--- src/rtl/bbs_pkg.sv ---
package bbs_pkg;
    typedef enum logic [0:0] {
        ST_IDLE = 1'b0,
        ST_RUN  = 1'b1
    } bbs_state_e;
endpackage

--- src/rtl/bbs_req_check.sv ---
module bbs_req_check #(
    parameter int SIZE_W     = 8,
    parameter int LEN_W      = 5,
    parameter int BEAT_W     = 6,
    parameter int WORD_BYTES = 4,
    parameter int MAX_SIZE   = 128,
    parameter int MAX_LEN    = 16
) (
    input  logic [SIZE_W-1:0] size_i,
    input  logic [LEN_W-1:0]  len_i,
    output logic              ok_o,
    output logic [BEAT_W-1:0] beats_o
);
    localparam int SHIFT = $clog2(WORD_BYTES);

    logic size_ok;
    logic len_ok;

    always_comb begin
        size_ok = (size_i != '0)
                  && (size_i[SHIFT-1:0] == '0)
                  && (int'(size_i) <= MAX_SIZE);
        len_ok  = (len_i != '0) && (int'(len_i) <= MAX_LEN);
        ok_o    = size_ok && len_ok;
        beats_o = BEAT_W'(size_i >> SHIFT);
    end
endmodule

--- src/rtl/bbs_step_ctr.sv ---
module bbs_step_ctr #(
    parameter int W = 6
) (
    input  logic         clk,
    input  logic         rst,
    input  logic         load_i,
    input  logic         step_i,
    input  logic [W-1:0] limit_i,
    output logic [W-1:0] value_o,
    output logic         last_o
);
    logic [W-1:0] value_d, value_q;

    always_comb begin
        value_d = value_q;
        if (load_i) begin
            value_d = W'(1);
        end else if (step_i) begin
            value_d = value_q + W'(1);
        end
    end

    always_ff @(posedge clk) begin
        if (rst) value_q <= '0;
        else     value_q <= value_d;
    end

    assign value_o = value_q;
    assign last_o  = (value_q == limit_i);

    // the counter is never stepped past its limit
    a_r2_no_overrun: assert property (@(posedge clk) disable iff (rst)
        (step_i && !load_i) |-> (value_q != limit_i));
endmodule

--- src/rtl/burst_beat_seq.sv ---
module burst_beat_seq #(
    parameter int ADDR_W     = 32,
    parameter int WORD_BYTES = 4,
    parameter int MAX_SIZE   = 128,
    parameter int MAX_LEN    = 16,
    parameter int SIZE_W     = $clog2(MAX_SIZE + 1),
    parameter int LEN_W      = $clog2(MAX_LEN + 1),
    parameter int BEAT_W     = $clog2(MAX_SIZE / WORD_BYTES + 1)
) (
    input  logic              clk,
    input  logic              rst,
    input  logic              start_i,
    input  logic [ADDR_W-1:0] start_addr_i,
    input  logic [SIZE_W-1:0] size_i,
    input  logic [LEN_W-1:0]  length_i,
    output logic              busy_o,
    output logic              err_o,
    output logic              beat_valid_o,
    input  logic              beat_ready_i,
    output logic [ADDR_W-1:0] beat_addr_o,
    output logic [BEAT_W-1:0] beat_idx_o,
    output logic              seg_last_o,
    output logic              burst_last_o,
    output logic              done_o
);
    import bbs_pkg::*;

    localparam logic [ADDR_W-1:0] WORD_STEP = ADDR_W'(WORD_BYTES);

    typedef struct packed {
        bbs_state_e        st;
        logic [ADDR_W-1:0] addr;
        logic [BEAT_W-1:0] bps;
        logic [LEN_W-1:0]  len;
        logic              done;
        logic              err;
    } seq_reg_t;

    seq_reg_t r_d, r_q;

    logic              req_ok;
    logic [BEAT_W-1:0] req_beats;
    logic              accept;
    logic              fire;
    logic              beat_load, beat_step, beat_last;
    logic              seg_load, seg_step, seg_last;
    logic [BEAT_W-1:0] beat_val;
    logic [LEN_W-1:0]  seg_val;

    bbs_req_check #(
        .SIZE_W(SIZE_W), .LEN_W(LEN_W), .BEAT_W(BEAT_W),
        .WORD_BYTES(WORD_BYTES), .MAX_SIZE(MAX_SIZE), .MAX_LEN(MAX_LEN)
    ) u_check (
        .size_i (size_i),
        .len_i  (length_i),
        .ok_o   (req_ok),
        .beats_o(req_beats)
    );

    bbs_step_ctr #(.W(BEAT_W)) u_beat_ctr (
        .clk    (clk),
        .rst    (rst),
        .load_i (beat_load),
        .step_i (beat_step),
        .limit_i(r_q.bps),
        .value_o(beat_val),
        .last_o (beat_last)
    );

    bbs_step_ctr #(.W(LEN_W)) u_seg_ctr (
        .clk    (clk),
        .rst    (rst),
        .load_i (seg_load),
        .step_i (seg_step),
        .limit_i(r_q.len),
        .value_o(seg_val),
        .last_o (seg_last)
    );

    always_comb begin
        accept    = (r_q.st == ST_IDLE) && start_i;
        fire      = (r_q.st == ST_RUN) && beat_ready_i;
        beat_load = (accept && req_ok) || (fire && beat_last);
        beat_step = fire && !beat_last;
        seg_load  = accept && req_ok;
        seg_step  = fire && beat_last && !seg_last;

        r_d      = r_q;
        r_d.done = 1'b0;
        r_d.err  = 1'b0;
        if (accept) begin
            if (req_ok) begin
                r_d.st   = ST_RUN;
                r_d.addr = start_addr_i;
                r_d.bps  = req_beats;
                r_d.len  = length_i;
            end else begin
                r_d.err = 1'b1;
            end
        end else if (fire) begin
            if (!beat_last) begin
                r_d.addr = r_q.addr + WORD_STEP;
            end else if (!seg_last) begin
                r_d.addr = r_q.addr + WORD_STEP + ADDR_W'(r_q.len);
            end else begin
                r_d.st   = ST_IDLE;
                r_d.done = 1'b1;
            end
        end
    end

    always_ff @(posedge clk) begin
        if (rst) begin
            r_q <= '{st: ST_IDLE, addr: '0, bps: '0, len: '0, done: 1'b0, err: 1'b0};
        end else begin
            r_q <= r_d;
        end
    end

    assign beat_valid_o = (r_q.st == ST_RUN);
    assign busy_o       = (r_q.st == ST_RUN);
    assign beat_addr_o  = r_q.addr;
    assign beat_idx_o   = beat_val;
    assign seg_last_o   = beat_valid_o && beat_last;
    assign burst_last_o = beat_valid_o && beat_last && seg_last;
    assign done_o       = r_q.done;
    assign err_o        = r_q.err;

    // a stalled beat holds every field
    a_r7_hold_on_stall: assert property (@(posedge clk) disable iff (rst)
        (beat_valid_o && !beat_ready_i) |=> (beat_valid_o && $stable(beat_addr_o)
            && $stable(beat_idx_o) && $stable(seg_last_o) && $stable(burst_last_o)));

    // in-segment address step of one word
    a_r3_word_step: assert property (@(posedge clk) disable iff (rst)
        (beat_valid_o && beat_ready_i && !seg_last_o)
            |=> (beat_addr_o == $past(beat_addr_o) + WORD_STEP));

    // done follows the final accept and the beat stream stops
    a_r8_done_after_final: assert property (@(posedge clk) disable iff (rst)
        (beat_valid_o && beat_ready_i && burst_last_o) |=> (done_o && !beat_valid_o && !busy_o));

    // done lasts one cycle
    a_r8_done_single: assert property (@(posedge clk) disable iff (rst)
        done_o |=> !done_o);

    // rejected request yields error and no beat
    a_r9_reject: assert property (@(posedge clk) disable iff (rst)
        (!busy_o && start_i && !req_ok) |=> (err_o && !beat_valid_o));

    // burst end marks a segment end as well
    a_r6_burst_in_seg: assert property (@(posedge clk) disable iff (rst)
        burst_last_o |-> seg_last_o);
endmodule

--- config.mk ---
export PLATFORM = sky130hd
export DESIGN_NAME = burst_beat_seq
export DESIGN_NICKNAME = d
export VERILOG_FILES = /design/src/rtl/bbs_pkg.sv /design/src/rtl/bbs_req_check.sv /design/src/rtl/bbs_step_ctr.sv /design/src/rtl/burst_beat_seq.sv
export SDC_FILE = /design/constraint.sdc
export NUM_CORES = 1
export LEC_CHECK = 0
export ABC_AREA = 1
export BUFFER_PORTS_ARGS = -buffer_cell sky130_fd_sc_hd__clkbuf_2
export CAP_MARGIN = 20
export CORE_MARGIN = 1
export CORE_UTILIZATION = 38
export CTS_BUF_LIST = sky130_fd_sc_hd__clkbuf_16
export DETAILED_ROUTE_END_ITERATION = 8
export PLACE_DENSITY_LB_ADDON = 0.3
export SYNTH_ARGS = -nofsm -noshare
export SYNTH_HDL_FRONTEND = slang
export SYNTH_HIERARCHICAL = 1
export SYNTH_SLANG_ARGS = --single-unit
export TNS_END_PERCENT = 100
--- constraint.sdc ---
create_clock -name clk -period 2.4 [get_ports clk]
set_input_delay 0.12 -clock clk [delete_from_list [all_inputs] [get_ports clk]]
set_output_delay 0.12 -clock clk [all_outputs]
set_load 0.02 [all_outputs]
==> flow_summary.json <==
{
  "status": "finished, final reports clean",
  "first_pass_iters": 5,
  "finalCritPeriodShare": 0.966,
  "cts_tree": "yes",
  "clock_skew_ns": 0.00424,
  "slew_headroom": 0.747,
  "core_area_sq_um": 13300,
  "synth_mux_area_frac": 0,
  "avgSynthCellArea_sq_um": 5.95,
  "grt_pass1_wl_mm": 26.2,
  "ys_types": 40,
  "worstPathRequired_ns": 2.68,
  "ys.warnings.count": 6,
  "cp-end-kind": "flip-flop",
  "start_util": 0.391,
  "dp.final_hpwl_mm": 12.5,
  "layout-drive-gt1-share": 0.292,
  "critPathMaxFanout": 5,
  "vias": 5837,
  "hold_violations": 0,
  "critPathArrivalTime_ns": 2.60,
  "path_clk_slew_ns": 0.05,
  "ys_async_sr_fraction": 0,
  "maxCapViolations": 0,
  "antenna_found_initial": 0,
  "nets": 1024,
  "seqCellArea_sq_um": 1150,
  "viasPerCell": 5.09,
  "critPathKind": "flip-flop to flip-flop",
  "period_needed_ns": 2.32,
  "irDropWorstVdd_mv": 0.487,
  "ant_nets": 0,
  "p_leak_nw": 2.84,
  "place_inst": 1114,
  "synthAdderAreaFrac": 0.0231,
  "hold_buffers": 0,
  "synth-seq-cells": 57,
  "finalSetupTns_ns": 0,
  "root_buffer": "clkbuf_16",
  "final_common_cell": "nand2_1",
  "setup_viol": 0,
  "synth-simple-area-share": 0.444,
  "synth-main-ff-cell": "dfxtp_1",
  "cts_buffer_depth": 2,
  "synth_xor_xnor_area_share": 0.0135,
  "routed_wl_mm": 16.8,
  "grt_max_degree": 45,
  "dieArea_sq_um": 14100,
  "fin_ws_ns": 0.0819,
  "synth_top_family_by_area": "simple AND/OR/NAND/NOR gates",
  "dp_slack_ns": -0.0591,
  "seq_area_frac_synth": 0.220,
  "slew_viol_final": 0,
  "drt_iter0_markers": 403,
  "fin_cells": 1147,
  "whs_ns": 0.0165,
  "rows": 42,
  "fmax_ghz": 0.431,
  "whs_path_depth": 3,
  "power_density_nw_per_um2": 418,
  "area_delta_synth_final_pct": 25.4,
  "diodes": 0,
  "cts-htree-levels": 3,
  "die_h_um": 119,
  "tightest_slew_ns": 0.379,
  "die_w_um": 119,
  "mostFrequentLayoutCells": "nand2_1, clkbuf_2, inv_1, a21oi_1, nand3_1",
  "grt_use_total": 0.236,
  "synth-compound-area-share": 0.159,
  "clkLatencyLatePin_ns": 0.34,
  "r2r_cells": 15,
  "grt_pass1_vias": 5257,
  "synthCells": 873,
  "synth_edf_count": 0,
  "multi_input_area_sq_um": 3580,
  "n_fill_cell": 1383,
  "grt-ovfl-total": 0,
  "hold_class": "input port to flip-flop",
  "rsz0062_at_grt": "true",
  "cts.sinks": 57,
  "numCtsBuffers": 9,
  "syn_area_sq_um": 5190,
  "post_drt_wl_per_cell_um": 14.6,
  "io_pins": 93,
  "gp_congestion": 0.915,
  "port_buffers": 92,
  "worst_setup_path_start_kind": "flip-flop",
  "drc": 0,
  "syn_nets": 931
}
[repair_timing]
action	4_1_cts	5_1_grt
cloned	0	1
pin swaps	0	24
resized for setup	4	72
setup buffers	0	16
endpoints found under the setup margin	10	32
[flip-flops by register name (all words and copies together), names as in the netlist]
signal,flops
u_beat_ctr/value_o,6
r_q,11
beat_addr_o,32
err_o,1
done_o,1
u_seg_ctr/value_o,5
beat_valid_o,1
[Yosys cell counts (7+ instances only)]
cell type / number / share of area
a21oi_1: 82 / 0.079
a221oi_1: 7 / 0.012
buf_4: 39 / 0.056
clkbuf_1: 14 / 0.010
dfxtp_1: 57 / 0.22
ha_1: 8 / 0.019
inv_1: 86 / 0.062
inv_2: 8 / 0.0058
nand2_1: 249 / 0.18
nand2_2: 18 / 0.022
nand2_4: 7 / 0.015
nand3_1: 73 / 0.070
nand4_1: 14 / 0.017
nor2_1: 82 / 0.059
nor2_2: 21 / 0.025
nor2_4: 8 / 0.017
o21ai_0: 43 / 0.041
o21ai_1: 8 / 0.0077
xnor2_1: 7 / 0.012
[cell families (layout without fill, tap and decap cells)]
logic type,after synthesis,after routing
and+or+nand+nor,493,493
AOI/OAI and AO/OA,153,153
buffers and inverters,153,251
DFF,57,57
adders and majority gates,9,9
xor gates and xnor gates,8,8
[path summary, 6_finish.rpt]
path                                                  start                           end  slack [ns]
worst max-delay path            beat_addr_o[2]$_SDFFE_PP0P_  beat_addr_o[31]$_SDFFE_PP0P_        0.08
worst min-delay path                            length_i[3]           r_q[5]$_SDFFE_PP0P_        0.02
worst max register to register  beat_addr_o[2]$_SDFFE_PP0P_  beat_addr_o[31]$_SDFFE_PP0P_        0.08
worst min register to register          r_q[8]$_SDFFE_PP0P_           r_q[8]$_SDFFE_PP0P_        0.48
[worst max-delay path: stages (launching register included)]
cell and delay (ns):
dfxtp_2 0.34, ha_4 0.17, xor2_2 0.16, ha_4 0.31
nand2_4 0.06, nor3_4 0.22, nor2_2 0.08, nor2_2 0.12
nand2_1 0.07, nor2_2 0.14, nand3_2 0.11, nor2_4 0.16
nand2_1 0.07, nand2_1 0.06, nand3_1 0.08, a21oi_2 0.12
[where the power goes]
group | leakage, nW | internal (mW) | switching [mW]
Clock | 0.149 | 0.905 | 0.494
Combinational | 2.22 | 0.127 | 0.199
Sequential | 0.466 | 0.967 | 0.0267
Total | 2.84 | 2.00 | 0.720
[per-layer routing]
| metal | global-route usage | vias up | wire, um |
|---|---|---|---|
| li1 | - | 2984 | - |
| met1 | 0.308 | 2640 | 7560 |
| met2 | 0.384 | 178 | 7550 |
| met3 | 0.0536 | 35 | 1110 |
| met4 | 0.0736 | 0 | 535 |
| met5 | 0 | - | 0 |
[area by class of cell]
type	count	share of cell area
multi-input combinational	663	0.549
tap	176	0.0338
inverter	96	0.0561
clock buffer	9	0.0346
timing repair buffer	139	0.135
sequential	57	0.177
clock inverter	7	0.0142
[through the flow]
step / instance area (sq um) / utilization / total power [mW]
floorplan: 5190 / - / 1.20
global placement: 5760 / 0.433 / 1.30
detailed placement: 5760 / 0.433 / 1.31
CTS: 6090 / 0.458 / 2.71
global route: 6510 / 0.490 / 2.81
finish: 6510 / 0.490 / 2.72
No activity file was read; power rests on OpenSTA's default activity.
